[config.mk]
export PLATFORM = sky130hd
export DESIGN_NAME = pport_core
export DESIGN_NICKNAME = d
export VERILOG_FILES = /design/src/rtl/pport_pkg.sv /design/src/rtl/pport_sync.sv /design/src/rtl/pport_ecr.sv /design/src/rtl/pport_irq.sv /design/src/rtl/pport_core.sv
export SDC_FILE = /design/constraint.sdc
export NUM_CORES = 1
export LEC_CHECK = 0
export CAP_MARGIN = 20
export CORE_MARGIN = 2
export CORE_UTILIZATION = 45
export CTS_CLUSTER_DIAMETER = 150
export DETAILED_ROUTE_END_ITERATION = 8
export PLACE_DENSITY = 0.8
export SETUP_SLACK_MARGIN = 0.15
export SLEW_MARGIN = 20
export SYNTH_ARGS = -nofsm -noshare
export SYNTH_HDL_FRONTEND = slang
export SYNTH_HIERARCHICAL = 1
export SYNTH_SLANG_ARGS = --single-unit
[constraint.sdc]
create_clock -name clk_i -period 2.8 [get_ports clk_i]
set_input_delay 0.56 -clock clk_i [delete_from_list [all_inputs] [get_ports clk_i]]
set_output_delay 0.56 -clock clk_i [all_outputs]
set_load 0.005 [all_outputs]
[src/rtl/pport_pkg.sv]
package pport_pkg;
  localparam int unsigned ADDR_W = 11;
  localparam int unsigned DATA_W = 8;

  localparam logic [ADDR_W-1:0] OFF_DATA = 11'h000;
  localparam logic [ADDR_W-1:0] OFF_STAT = 11'h001;
  localparam logic [ADDR_W-1:0] OFF_CTRL = 11'h002;
  localparam logic [ADDR_W-1:0] OFF_CFGB = 11'h401;
  localparam logic [ADDR_W-1:0] OFF_ECR  = 11'h402;

  localparam logic [2:0] MODE_SPP = 3'b000;
  localparam logic [2:0] MODE_PS2 = 3'b001;
  localparam logic [2:0] MODE_CFG = 3'b111;
endpackage

[src/rtl/pport_sync.sv]
module pport_sync #(
  parameter int unsigned W       = 2,
  parameter logic        RST_VAL = 1'b1
) (
  input  logic         clk_i,
  input  logic         rst_ni,
  input  logic [W-1:0] d_i,
  output logic [W-1:0] sync_o,
  output logic [W-1:0] prev_o
);
  for (genvar g = 0; g < W; g++) begin : g_bit
    logic s1_q, s2_q, p_q;
    always_ff @(posedge clk_i or negedge rst_ni) begin
      if (!rst_ni) begin
        s1_q <= RST_VAL;
        s2_q <= RST_VAL;
        p_q  <= RST_VAL;
      end else begin
        s1_q <= d_i[g];
        s2_q <= s1_q;
        p_q  <= s2_q;
      end
    end
    assign sync_o[g] = s2_q;
    assign prev_o[g] = p_q;
  end
endmodule

[src/rtl/pport_ecr.sv]
module pport_ecr
  import pport_pkg::*;
(
  input  logic              clk_i,
  input  logic              rst_ni,
  input  logic              we_i,
  input  logic [DATA_W-1:0] wdata_i,
  input  logic              fifo_empty_i,
  input  logic              fifo_full_i,
  input  logic              fifo_svc_i,
  output logic [DATA_W-1:0] rdata_o,
  output logic [2:0]        mode_o,
  output logic              err_mask_o,
  output logic              svc_bit_o,
  output logic              svc_pend_o
);
  logic [2:0] mode_q;
  logic       err_mask_q, dma_en_q, svc_q, pend_q;

  always_ff @(posedge clk_i or negedge rst_ni) begin
    if (!rst_ni) begin
      mode_q     <= MODE_SPP;
      err_mask_q <= 1'b1;
      dma_en_q   <= 1'b0;
      svc_q      <= 1'b1;
      pend_q     <= 1'b0;
    end else if (we_i) begin
      mode_q     <= wdata_i[7:5];
      err_mask_q <= wdata_i[4];
      dma_en_q   <= wdata_i[3];
      svc_q      <= wdata_i[2];
      pend_q     <= 1'b0;
    end else if (fifo_svc_i && !svc_q) begin
      svc_q  <= 1'b1;
      pend_q <= 1'b1;
    end
  end

  assign rdata_o    = {mode_q, err_mask_q, dma_en_q, svc_q, fifo_full_i, fifo_empty_i};
  assign mode_o     = mode_q;
  assign err_mask_o = err_mask_q;
  assign svc_bit_o  = svc_q;
  assign svc_pend_o = pend_q;
endmodule

[src/rtl/pport_irq.sv]
module pport_irq (
  input  logic clk_i,
  input  logic rst_ni,
  input  logic ps2_i,
  input  logic ack_en_i,
  input  logic err_mask_i,
  input  logic ack_sync_i,
  input  logic ack_prev_i,
  input  logic err_sync_i,
  input  logic err_prev_i,
  input  logic stat_rd_i,
  input  logic svc_pend_i,
  output logic irq_o,
  output logic stat2_o,
  output logic ack_pend_o,
  output logic ack_rise_o
);
  logic ack_pend_q, err_pend_q;
  logic ack_rise, err_fall, ack_line;

  assign ack_rise = ack_sync_i & ~ack_prev_i;  // trailing edge of active-low pin
  assign err_fall = ~err_sync_i & err_prev_i;

  // a new event in the read cycle survives the clear
  always_ff @(posedge clk_i or negedge rst_ni) begin
    if (!rst_ni) begin
      ack_pend_q <= 1'b0;
      err_pend_q <= 1'b0;
    end else begin
      if (ps2_i && ack_en_i && ack_rise) ack_pend_q <= 1'b1;
      else if (stat_rd_i || !ps2_i)      ack_pend_q <= 1'b0;
      if (!err_mask_i && err_fall)       err_pend_q <= 1'b1;
      else if (stat_rd_i)                err_pend_q <= 1'b0;
    end
  end

  assign ack_line   = ps2_i ? (ack_pend_q & ack_en_i) : (ack_en_i & ~ack_sync_i);
  assign irq_o      = ack_line | err_pend_q | svc_pend_i;
  assign stat2_o    = ps2_i ? ~ack_pend_q : 1'b1;
  assign ack_pend_o = ack_pend_q;
  assign ack_rise_o = ack_rise;
endmodule

[src/rtl/pport_core.sv]
module pport_core
  import pport_pkg::*;
(
  input  logic              clk_i,
  input  logic              rst_ni,
  input  logic              bus_re_i,
  input  logic              bus_we_i,
  input  logic [ADDR_W-1:0] bus_addr_i,
  input  logic [DATA_W-1:0] bus_wdata_i,
  output logic [DATA_W-1:0] bus_rdata_o,
  input  logic [DATA_W-1:0] pd_i,
  output logic [DATA_W-1:0] pd_o,
  output logic              pd_oe_o,
  output logic [3:0]        ctl_o,
  input  logic              ack_ni,
  input  logic              err_ni,
  input  logic              busy_i,
  input  logic              pe_i,
  input  logic              slct_i,
  input  logic              fifo_empty_i,
  input  logic              fifo_full_i,
  input  logic              fifo_svc_i,
  input  logic [2:0]        irq_sel_i,
  output logic              irq_o
);
  localparam int unsigned N_SYNC = 2;

  logic [DATA_W-1:0] data_q;
  logic [5:0]        ctl_q;
  logic [N_SYNC-1:0] pin_sync, pin_prev;
  logic [DATA_W-1:0] ecr_rdata, stat_rdata, cfgb_rdata;
  logic [2:0]        mode;
  logic              err_mask, svc_bit, svc_pend;
  logic              stat2, ack_pend, ack_rise, irq;
  logic              wr_data, wr_ctrl, wr_ecr, rd_stat;

  assign wr_data = bus_we_i && (bus_addr_i == OFF_DATA);
  assign wr_ctrl = bus_we_i && (bus_addr_i == OFF_CTRL);
  assign wr_ecr  = bus_we_i && (bus_addr_i == OFF_ECR);
  assign rd_stat = bus_re_i && (bus_addr_i == OFF_STAT);

  always_ff @(posedge clk_i or negedge rst_ni) begin
    if (!rst_ni) begin
      data_q <= '0;
      ctl_q  <= '0;
    end else begin
      if (wr_data) data_q <= bus_wdata_i;
      if (wr_ctrl) ctl_q  <= bus_wdata_i[5:0];
    end
  end

  pport_sync #(.W(N_SYNC), .RST_VAL(1'b1)) u_sync (
    .clk_i  (clk_i),
    .rst_ni (rst_ni),
    .d_i    ({err_ni, ack_ni}),
    .sync_o (pin_sync),
    .prev_o (pin_prev)
  );

  pport_ecr u_ecr (
    .clk_i        (clk_i),
    .rst_ni       (rst_ni),
    .we_i         (wr_ecr),
    .wdata_i      (bus_wdata_i),
    .fifo_empty_i (fifo_empty_i),
    .fifo_full_i  (fifo_full_i),
    .fifo_svc_i   (fifo_svc_i),
    .rdata_o      (ecr_rdata),
    .mode_o       (mode),
    .err_mask_o   (err_mask),
    .svc_bit_o    (svc_bit),
    .svc_pend_o   (svc_pend)
  );

  pport_irq u_irq (
    .clk_i      (clk_i),
    .rst_ni     (rst_ni),
    .ps2_i      (mode == MODE_PS2),
    .ack_en_i   (ctl_q[4]),
    .err_mask_i (err_mask),
    .ack_sync_i (pin_sync[0]),
    .ack_prev_i (pin_prev[0]),
    .err_sync_i (pin_sync[1]),
    .err_prev_i (pin_prev[1]),
    .stat_rd_i  (rd_stat),
    .svc_pend_i (svc_pend),
    .irq_o      (irq),
    .stat2_o    (stat2),
    .ack_pend_o (ack_pend),
    .ack_rise_o (ack_rise)
  );

  assign stat_rdata = {~busy_i, pin_sync[0], pe_i, slct_i, pin_sync[1], stat2, 2'b11};
  assign cfgb_rdata = (mode == MODE_CFG) ? {1'b0, irq, irq_sel_i, 3'b000} : 8'hFF;

  always_comb begin
    case (bus_addr_i)
      OFF_DATA: bus_rdata_o = ctl_q[5] ? pd_i : data_q;
      OFF_STAT: bus_rdata_o = stat_rdata;
      OFF_CTRL: bus_rdata_o = {2'b11, ctl_q};
      OFF_CFGB: bus_rdata_o = cfgb_rdata;
      OFF_ECR:  bus_rdata_o = ecr_rdata;
      default:  bus_rdata_o = 8'hFF;
    endcase
  end

  assign pd_o    = data_q;
  assign pd_oe_o = ~ctl_q[5];
  assign ctl_o   = ctl_q[3:0];
  assign irq_o   = irq;
endmodule

==> Yosys cells after proc, flatten, opt, wreduce, memory -nomap -nowiden <==
Index checks and enable logic that the tools add are counted.
{ "op_classes": {"eq_ne": 6, "mux": 12, "bitwise": 12, "reduce_logical": 16} }
{ "ops": {"columns": ["cell", "n"], "rows": [
  ["8-bit one-hot mux with 5 select lines", 1],
  ["11-bit equality test (second input constant)", 2],
  ["8-bit two-way mux", 2],
  ["11-bit by 1-bit equality test with 1-bit output (second input constant)", 1],
  ["11-bit by 2-bit equality test with 1-bit output (second input constant)", 1],
  ["11-bit zero test", 1],
  ["1-bit two-way mux", 9],
  ["1-bit logical AND", 8],
  ["1-bit inverter", 6],
  ["2-bit nonzero test", 3],
  ["1-bit AND", 4],
  ["3-bit by 1-bit equality test with 1-bit output (second input constant)", 1],
  ["3-bit equality test (second input constant)", 1],
  ["1-bit zero test", 3],
  ["1-bit OR", 2],
  ["1-bit logical OR", 1]
]} }
{ "totals": {"regBits": 29, "in_bits": 42, "out_inout_bits": 22, "wordCells": 61} }

==> Logic depth before layout (Yosys ltp) <==
Gate-level depths: netlist (run 1).
{ "depth": {"depth_word": 7, "mapped_depth": 7, "mapped_depth_nobuf": 5} }

==> Cells and area by module <==
The synthesis (run 1) kept the hierarchy.
{ "modules_own_cells": {"columns": ["module", "instances", "cells_each", "area_each_um2"], "rows": [
  ["pport_core", 1, 116, 1157.4],
  ["pport_ecr", 1, 27, 351.6],
  ["pport_sync", 1, 10, 187.7],
  ["pport_irq", 1, 13, 120.1]
]} }

==> Worst setup path after synthesis (run 1) <==
Ideal clock, no wire load.
{ "synth_timing": {"path_type": "input-to-output", "startpoint": "input bus_addr_i[9]", "endpoint": "output bus_rdata_o[5]", "arrival_time_ns": 1.789, "required_time_ns": 2.240, "path_slack_ns": 0.451, "stages": 4, "n_path_buf": 0, "cell_sequence": "or4_4 nand2b_1 a211oi_1 o311ai_0"} }
{ "synth_between": {"elab_chain_len": 2, "word_cells_on_any_way": 6, "cone_classes": "eq/ne (4); mux (1); reduce/logical (1)"} }
{ "synth_rtl": {"columns": ["item", "line", "text"], "rows": [
  ["start, declared", "pport_core.sv:8", "input logic [ADDR_W-1:0] bus_addr_i,"],
  ["11-bit equality test, or another cell as far along", "pport_core.sv:97", "case (bus_addr_i)"],
  ["8-bit one-hot mux with 5 select lines *", "pport_core.sv:97", null],
  ["end, declared", "pport_core.sv:10", "output logic [DATA_W-1:0] bus_rdata_o,"]
]} }
Every way passes the cells marked *; elsewhere a longest branch is shown, timed or not.

==> Final worst setup path (run 1) <==
{ "layout_timing": {"startpoint": "input bus_addr_i[5]", "endpoint": "output bus_rdata_o[3]"} }
The elaborated chain is that of the path after synthesis.

==> flow_metrics.env, run 1 <==
export IMPL_syn_to_final_growth_pct=49.6
export IMPL_coreArea_um2=3940
export IMPL_swShare=0.224
export IMPL_clkPwrFrac=0.396
export IMPL_antenna_found_initial=0
export IMPL_routed_wl_um=4860
export IMPL_min_path_type="reg2reg"
export IMPL_crit_type="in2out"
export IMPL_drt_iter0_drc=55
export IMPL_dieArea_um2=4550
export IMPL_syn_area_per_cell_um2=11.0
export IMPL_seqPwrFrac=0.461
export IMPL_cp_end_kind="primary output"
export IMPL_finalSetupTns_ns=0
export IMPL_insertion_delay_ns=0.28
export IMPL_clock_path_buffers=2
export IMPL_cpMaxStageDelayCell="or4_4"
export IMPL_grt_pass1_vias=1580
export IMPL_finalHoldViolCount=0
export IMPL_drcViolationCount=0
export IMPL_drive_gt1_frac=0.410
export IMPL_final_util=0.687
export IMPL_overflow=0
export IMPL_status="finished clean"
export IMPL_setup_viol=0
export IMPL_crit_family="simple AND/OR/NAND/NOR gates"
export IMPL_grt_pass1_wl_um=7530
export IMPL_power_switching_mw=0.212
export IMPL_power_density_nw_per_um2=349
export IMPL_fin_cells=294
export IMPL_die_h_um=67.4
export IMPL_root_buffer="clkbuf_8"
export IMPL_total_power_mw=0.944
export IMPL_maxCapViolCount=0
export IMPL_ant_nets=0
export IMPL_internal_power_mw=0.732
export IMPL_crit_arrival_ns=2.05
export IMPL_syn_nets=207
export IMPL_fmax_mhz=383
export IMPL_worst_path_buf_inv=3
export IMPL_p_leak_nw=1.16
export IMPL_cts_inserted_buffers=5
export IMPL_path_clk_slew_ns=0.06
export IMPL_placedCellCount=284
export IMPL_critPathMaxStageDelay_ns=0.54
export IMPL_yosysWarnings=6
export IMPL_vias=1592
export IMPL_rsz0062_at_grt="yes"
export IMPL_grt_max_degree=30
export IMPL_crit_required_ns=2.24
export IMPL_final_nets=285
export IMPL_synthCells=165
export IMPL_cts_tree="done"
export IMPL_cts_htree_levels=2
export IMPL_fin_skew_ns=0.00477
export IMPL_relSlewSlack=0.765
export IMPL_cp_max_fo=3
export IMPL_boundaryPins=64
export IMPL_p_comb_frac=0.143
export IMPL_post_route_min_period_ns=2.61
export IMPL_start_util=0.459
export IMPL_cp_start_kind="primary input"
export IMPL_grt_total_usage=0.231
export IMPL_fp_dieW_um=67.4
export IMPL_antennaDiodeCount=0
export IMPL_port_buffers=63
export IMPL_fin_crit_sh=0.932
export IMPL_row_count=23
export IMPL_finalMaxSlewViolations=0
export IMPL_dr_pass1_iters=4
export IMPL_wl_per_cell_um=16.5
export IMPL_syn_area_um2=1810
export IMPL_vias_per_cell=5.41
export IMPL_postCtsHoldBufs=0
export IMPL_dpl_hpwl_um=3780
export IMPL_crit_chain="buf_2 > or4_4 > nand2b_4 > a211oi_2 > buf_4 > nand4b_1 > clkdlybuf4s15_1"
export IMPL_peakVddDrop_v=0.000429
export IMPL_worst_pin_slew_ns=0.353
export IMPL_cts_sinks=29
export IMPL_gp_congestion=0.778
-- worst reg2reg max path, cell delays in order (launching register included) --
cell      delay, ns
dfrtp_1        0.44
nor3b_2        0.28
a21boi_1       0.22
-- sequential cells by signal (all words and copies together), names as in the netlist --
register           cells
ctl_q                  6
pd_o                   8
u_ecr/dma_en_q         1
u_ecr/err_mask_o       1
u_ecr/mode_o           3
u_ecr/svc_bit_o        1
u_ecr/svc_pend_o       1
u_irq/ack_pend_o       1
u_irq/err_pend_q       1
u_sync/g_bit.p_q       2
u_sync/g_bit.s1_q      2
u_sync/g_bit.s2_q      2
-- per-layer routing --
layer,part of all wire,vias up,GRT usage
met3,0.046,7,0.0383
met2,0.52,55,0.395
met4,0.021,0,0.105
li1,-,750,-
met5,0,-,0
met1,0.41,780,0.285
-- cells in the final DEF, fill, tap and decap left out, types with 3 or more instances in the layout --
cell              n
mux2_4            5
clkdlybuf4s15_1   3
o21ai_0           5
nand3_1           3
nand2b_1          6
nor4_4            3
buf_4            31
dfstp_2           8
a311o_1           3
nor2_1            6
nand2_1           8
mux2_2           21
inv_1             5
dfrtp_1          21
and3_1            5
a22oi_1           3
clkbuf_8          7
dlygate4sd2_1     4
buf_2             8
clkdlybuf4s50_1  45
-- area by class of cell --
cell class                      instances  area (µm²)
Sequential cell                        29         736
Inverter                                5        18.8
Fill cell                             290        1230
Tap cell                               50        62.6
Timing Repair Buffer                   96         850
Clock inverter                          1        5.00
Clock buffer                            7        96.3
Multi-Input combinational cell        106         941
-- metrics by stage --
stage / setup slack [ns] / hold slack [ns] / cell area (µm²)
2_1_floorplan: 0.451 / 0.264 / 1810
3_3_place_gp: -0.404 / 0.346 / 2580
3_5_place_dp: -0.430 / 0.352 / 2580
4_1_cts: 0.154 / 0.363 / 2700
5_1_grt: 0.136 / 0.368 / 2710
6_report: 0.190 / 0.364 / 2710
-- power by group through the flow --
stage	Clock, mW	Sequential [mW]	Combinational (mW)
2_1_floorplan	0	0.440	0.0373
3_3_place_gp	0	0.442	0.131
3_5_place_dp	0	0.442	0.134
4_1_cts	0.381	0.435	0.135
5_1_grt	0.402	0.435	0.146
6_report	0.374	0.435	0.135
-- repair_timing --
action	4_1_cts	5_1_grt
endpoints found under the setup margin	8	8
gates resized for setup	53	9
endpoints found under the hold margin	0	0
pin swaps	5	2
gates cloned	0	0
buffers inserted	2	0
-- worst paths after layout --
path	start	endpoint	slack [ns]	cells past startpoint
min in group asynchronous	rst_ni	pd_o[4]	0.66	2
max in group asynchronous	rst_ni	u_sync/g_bit[0].p_q	1.83	2
hold / removal	u_sync/g_bit[0].s1_q	u_sync/g_bit[0].s2_q	0.36	0
setup reg to reg	u_ecr/mode_o[2]	u_irq/ack_pend_o	1.77	2
setup / recovery	bus_addr_i[5]	bus_rdata_o[3]	0.19	7
hold reg to reg	u_sync/g_bit[0].s1_q	u_sync/g_bit[0].s2_q	0.36	0
(Power assumes the default switching activity.)
==> run 2: changes to the inputs <==
--- a/config.mk
+++ b/config.mk
@@ -9,6 +9,7 @@
 export CORE_MARGIN = 2
 export CORE_UTILIZATION = 45
 export CTS_CLUSTER_DIAMETER = 150
+export CTS_CLUSTER_SIZE = 28
 export DETAILED_ROUTE_END_ITERATION = 8
 export PLACE_DENSITY = 0.8
 export SETUP_SLACK_MARGIN = 0.15
==> results of run 2 <==
No change in the layout: final DEF, timing and power equal those of run 1.
==> run 3: changes to the inputs <==
--- a/config.mk
+++ b/config.mk
@@ -5,13 +5,14 @@
 export SDC_FILE = /design/constraint.sdc
 export NUM_CORES = 1
 export LEC_CHECK = 0
+export ABC_AREA = 1
 export CAP_MARGIN = 20
 export CORE_MARGIN = 2
-export CORE_UTILIZATION = 45
+export CORE_UTILIZATION = 46
 export CTS_CLUSTER_DIAMETER = 150
 export CTS_CLUSTER_SIZE = 28
 export DETAILED_ROUTE_END_ITERATION = 8
-export PLACE_DENSITY = 0.8
+export PLACE_DENSITY = 0.81
 export SETUP_SLACK_MARGIN = 0.15
 export SLEW_MARGIN = 20
 export SYNTH_ARGS = -nofsm -noshare
==> run 3 against run 2 <==
Critical path depth up 3. Critical path type unchanged. Clock skew is 0.00063 ns higher. Flip-flop and latch count is the same. Via count increased by 23%. Utilization rose by 3.3 points. Highest routed layer unchanged.
==> flow_metrics.env, run 3 <==
export IMPL_status="finished clean"
export IMPL_wl_per_cell_um=13.6
export IMPL_vias=1952
export IMPL_p_comb_frac=0.120
export IMPL_root_buffer="clkbuf_8"
export IMPL_gp_congestion=0.836
export IMPL_routed_wl_um=5300
export IMPL_dr_pass1_iters=4
export IMPL_n_fill_cell=318
export IMPL_final_common_cell="nand2_1"
export IMPL_post_route_min_period_ns=2.59
export IMPL_dpl_hpwl_um=3680
export IMPL_placedCellCount=370
export IMPL_syn_to_final_growth_pct=50.7
export IMPL_clkPwrFrac=0.443
export IMPL_port_buffers=63
export IMPL_ant_nets=0
export IMPL_min_path_type="reg2reg"
export IMPL_swShare=0.210
export IMPL_peakVddDrop_v=0.000310
export IMPL_path_clk_slew_ns=0.06
export IMPL_largest_register_ffs=8
export IMPL_antenna_found_initial=0
export IMPL_fmax_mhz=386
export IMPL_finalHoldViolCount=0
export IMPL_row_count=23
export IMPL_final_util=0.720
export IMPL_crit_required_ns=2.24
export IMPL_insertion_delay_ns=0.28
export IMPL_cts_inserted_buffers=5
export IMPL_final_cell_mix="nand2_1, clkdlybuf4s50_1, inv_1"
export IMPL_cp_end_kind="primary output"
export IMPL_fin_skew_ns=0.00540
export IMPL_clock_path_buffers=2
export IMPL_grt_max_degree=30
export IMPL_post_place_ws_ns=-0.167
export IMPL_cts_tree="done"
export IMPL_grt_pass1_wl_um=8360
export IMPL_worst_pin_slew_ns=0.475
export IMPL_fin_cells=391
export IMPL_power_switching_mw=0.211
export IMPL_start_util=0.478
export IMPL_final_nets=382
export IMPL_crit_arrival_ns=2.03
export IMPL_die_h_um=68.2
export IMPL_cp_start_kind="primary input"
export IMPL_drt_iter0_drc=134
export IMPL_fin_crit_sh=0.926
export IMPL_grt_total_usage=0.248
export IMPL_p_leak_nw=1.44
export IMPL_grt_pass1_vias=1843
export IMPL_yosysWarnings=6
export IMPL_fp_dieW_um=68.2
export IMPL_crit_chain="clkdlybuf4s50_1 > inv_2 > nand2_1 > nor2_4 > o21ai_1 > nand3_2 > buf_4 > buf_4 > nand3_1 > clkbuf_2"
export IMPL_seqPwrFrac=0.436
export IMPL_power_density_nw_per_um2=351
export IMPL_relSlewSlack=0.683
export IMPL_rrSetupSlack_ns=1.59
export IMPL_boundaryPins=64
export IMPL_internal_power_mw=0.792
export IMPL_postCtsHoldBufs=0
export IMPL_overflow=0
export IMPL_syn_area_um2=1900
export IMPL_cts_sinks=29
export IMPL_cpMaxStageDelayCell="clkdlybuf4s50_1"
export IMPL_finalMaxSlewViolations=0
export IMPL_antennaDiodeCount=0
export IMPL_critPathMostFrequentCell="buf_4"
export IMPL_hold_ws_ns=0.350
export IMPL_critPathMaxStageDelay_ns=0.51
export IMPL_maxCapViolCount=0
export IMPL_syn_nets=307
export IMPL_rsz0062_at_grt="no"
export IMPL_dieArea_um2=4650
export IMPL_crit_type="in2out"
export IMPL_coreArea_um2=3970
export IMPL_setup_viol=0
export IMPL_cts_htree_levels=2
export IMPL_setup_ws_ns=0.208
export IMPL_drcViolationCount=0
export IMPL_syn_area_per_cell_um2=7.16
export IMPL_drive_gt1_frac=0.270
export IMPL_cp_max_fo=7
export IMPL_vias_per_cell=4.99
export IMPL_synthCells=265
run 3: cell count changes in the layout (fill, tap and decap cells not counted), sizes merged, moves of 11 or more:
cell | previous run | this run
mux2 | 26 | 0
nand2 | 8 | 69
buf | 42 | 31
nand3 | 3 | 37
nor2 | 6 | 38
o21ai | 7 | 22
inv | 5 | 38
run 3: per-layer routing:
metal / wire, µm / share of wire / up-vias / track usage
met4: 141 / 0.027 / 0 / 0.120
met3: 355 / 0.067 / 12 / 0.0461
li1: - / - / 957 / -
met2: 2600 / 0.49 / 74 / 0.392
met5: 0 / 0 / - / 0
met1: 2210 / 0.42 / 909 / 0.325
run 3: power groups by stage:
stage / registers [mW] / clock network (mW) / logic (mW)
2_1_floorplan: 0.442 / 0 / 0.0360
3_3_place_gp: 0.444 / 0 / 0.112
3_5_place_dp: 0.444 / 0 / 0.114
4_1_cts: 0.437 / 0.453 / 0.118
5_1_grt: 0.438 / 0.472 / 0.131
6_report: 0.437 / 0.445 / 0.121
run 3: final timing paths:
| kind | from | end | depth (start not counted) |
|---|---|---|---|
| setup / recovery | bus_addr_i[1] | bus_rdata_o[6] | 10 |
| hold / removal | u_sync/g_bit[1].s1_q | u_sync/g_bit[1].s2_q | 0 |
| setup reg to reg | u_ecr/mode_o[2] | u_irq/ack_pend_o | 5 |
| hold reg to reg | u_sync/g_bit[1].s1_q | u_sync/g_bit[1].s2_q | 0 |
| max in group asynchronous | rst_ni | u_sync/g_bit[1].s1_q | 2 |
| min in group asynchronous | rst_ni | u_irq/ack_pend_o | 2 |
run 3: critical path, delay by kind of cell:
family / cells / cell delay (ns)
buf+inv: 5 / 0.96
simple gates: 4 / 0.36
compound gates: 1 / 0.14
run 3: area by class of cell:
cell class / instances / area [µm²] / share of cell area
clock inverters: 1 / 30.0 / 0.0105
clock buffers: 7 / 86.3 / 0.0302
inverters: 38 / 143 / 0.0499
repair buffers: 92 / 890 / 0.311
well taps: 50 / 62.6 / 0.0219
flip-flops and latches: 29 / 736 / 0.257
multi-input cells: 174 / 912 / 0.319
run 3: timing repair:
item                                    CTS  global route
gates cloned                              0             0
endpoints found under the setup margin    8             8
gates resized for setup                  33            35
pin swaps                                10            12
buffers inserted                         11             2
run 3: per-stage QoR:
step / instance area (µm²) / setup TNS [ns] / total power [mW]
after global routing: 2860 / 0 / 1.04
after detailed placement: 2560 / -1.20 / 0.559
after global placement: 2560 / -0.801 / 0.556
after floorplan: 1900 / 0 / 0.478
final: 2860 / 0 / 1.00
after CTS: 2810 / 0 / 1.01
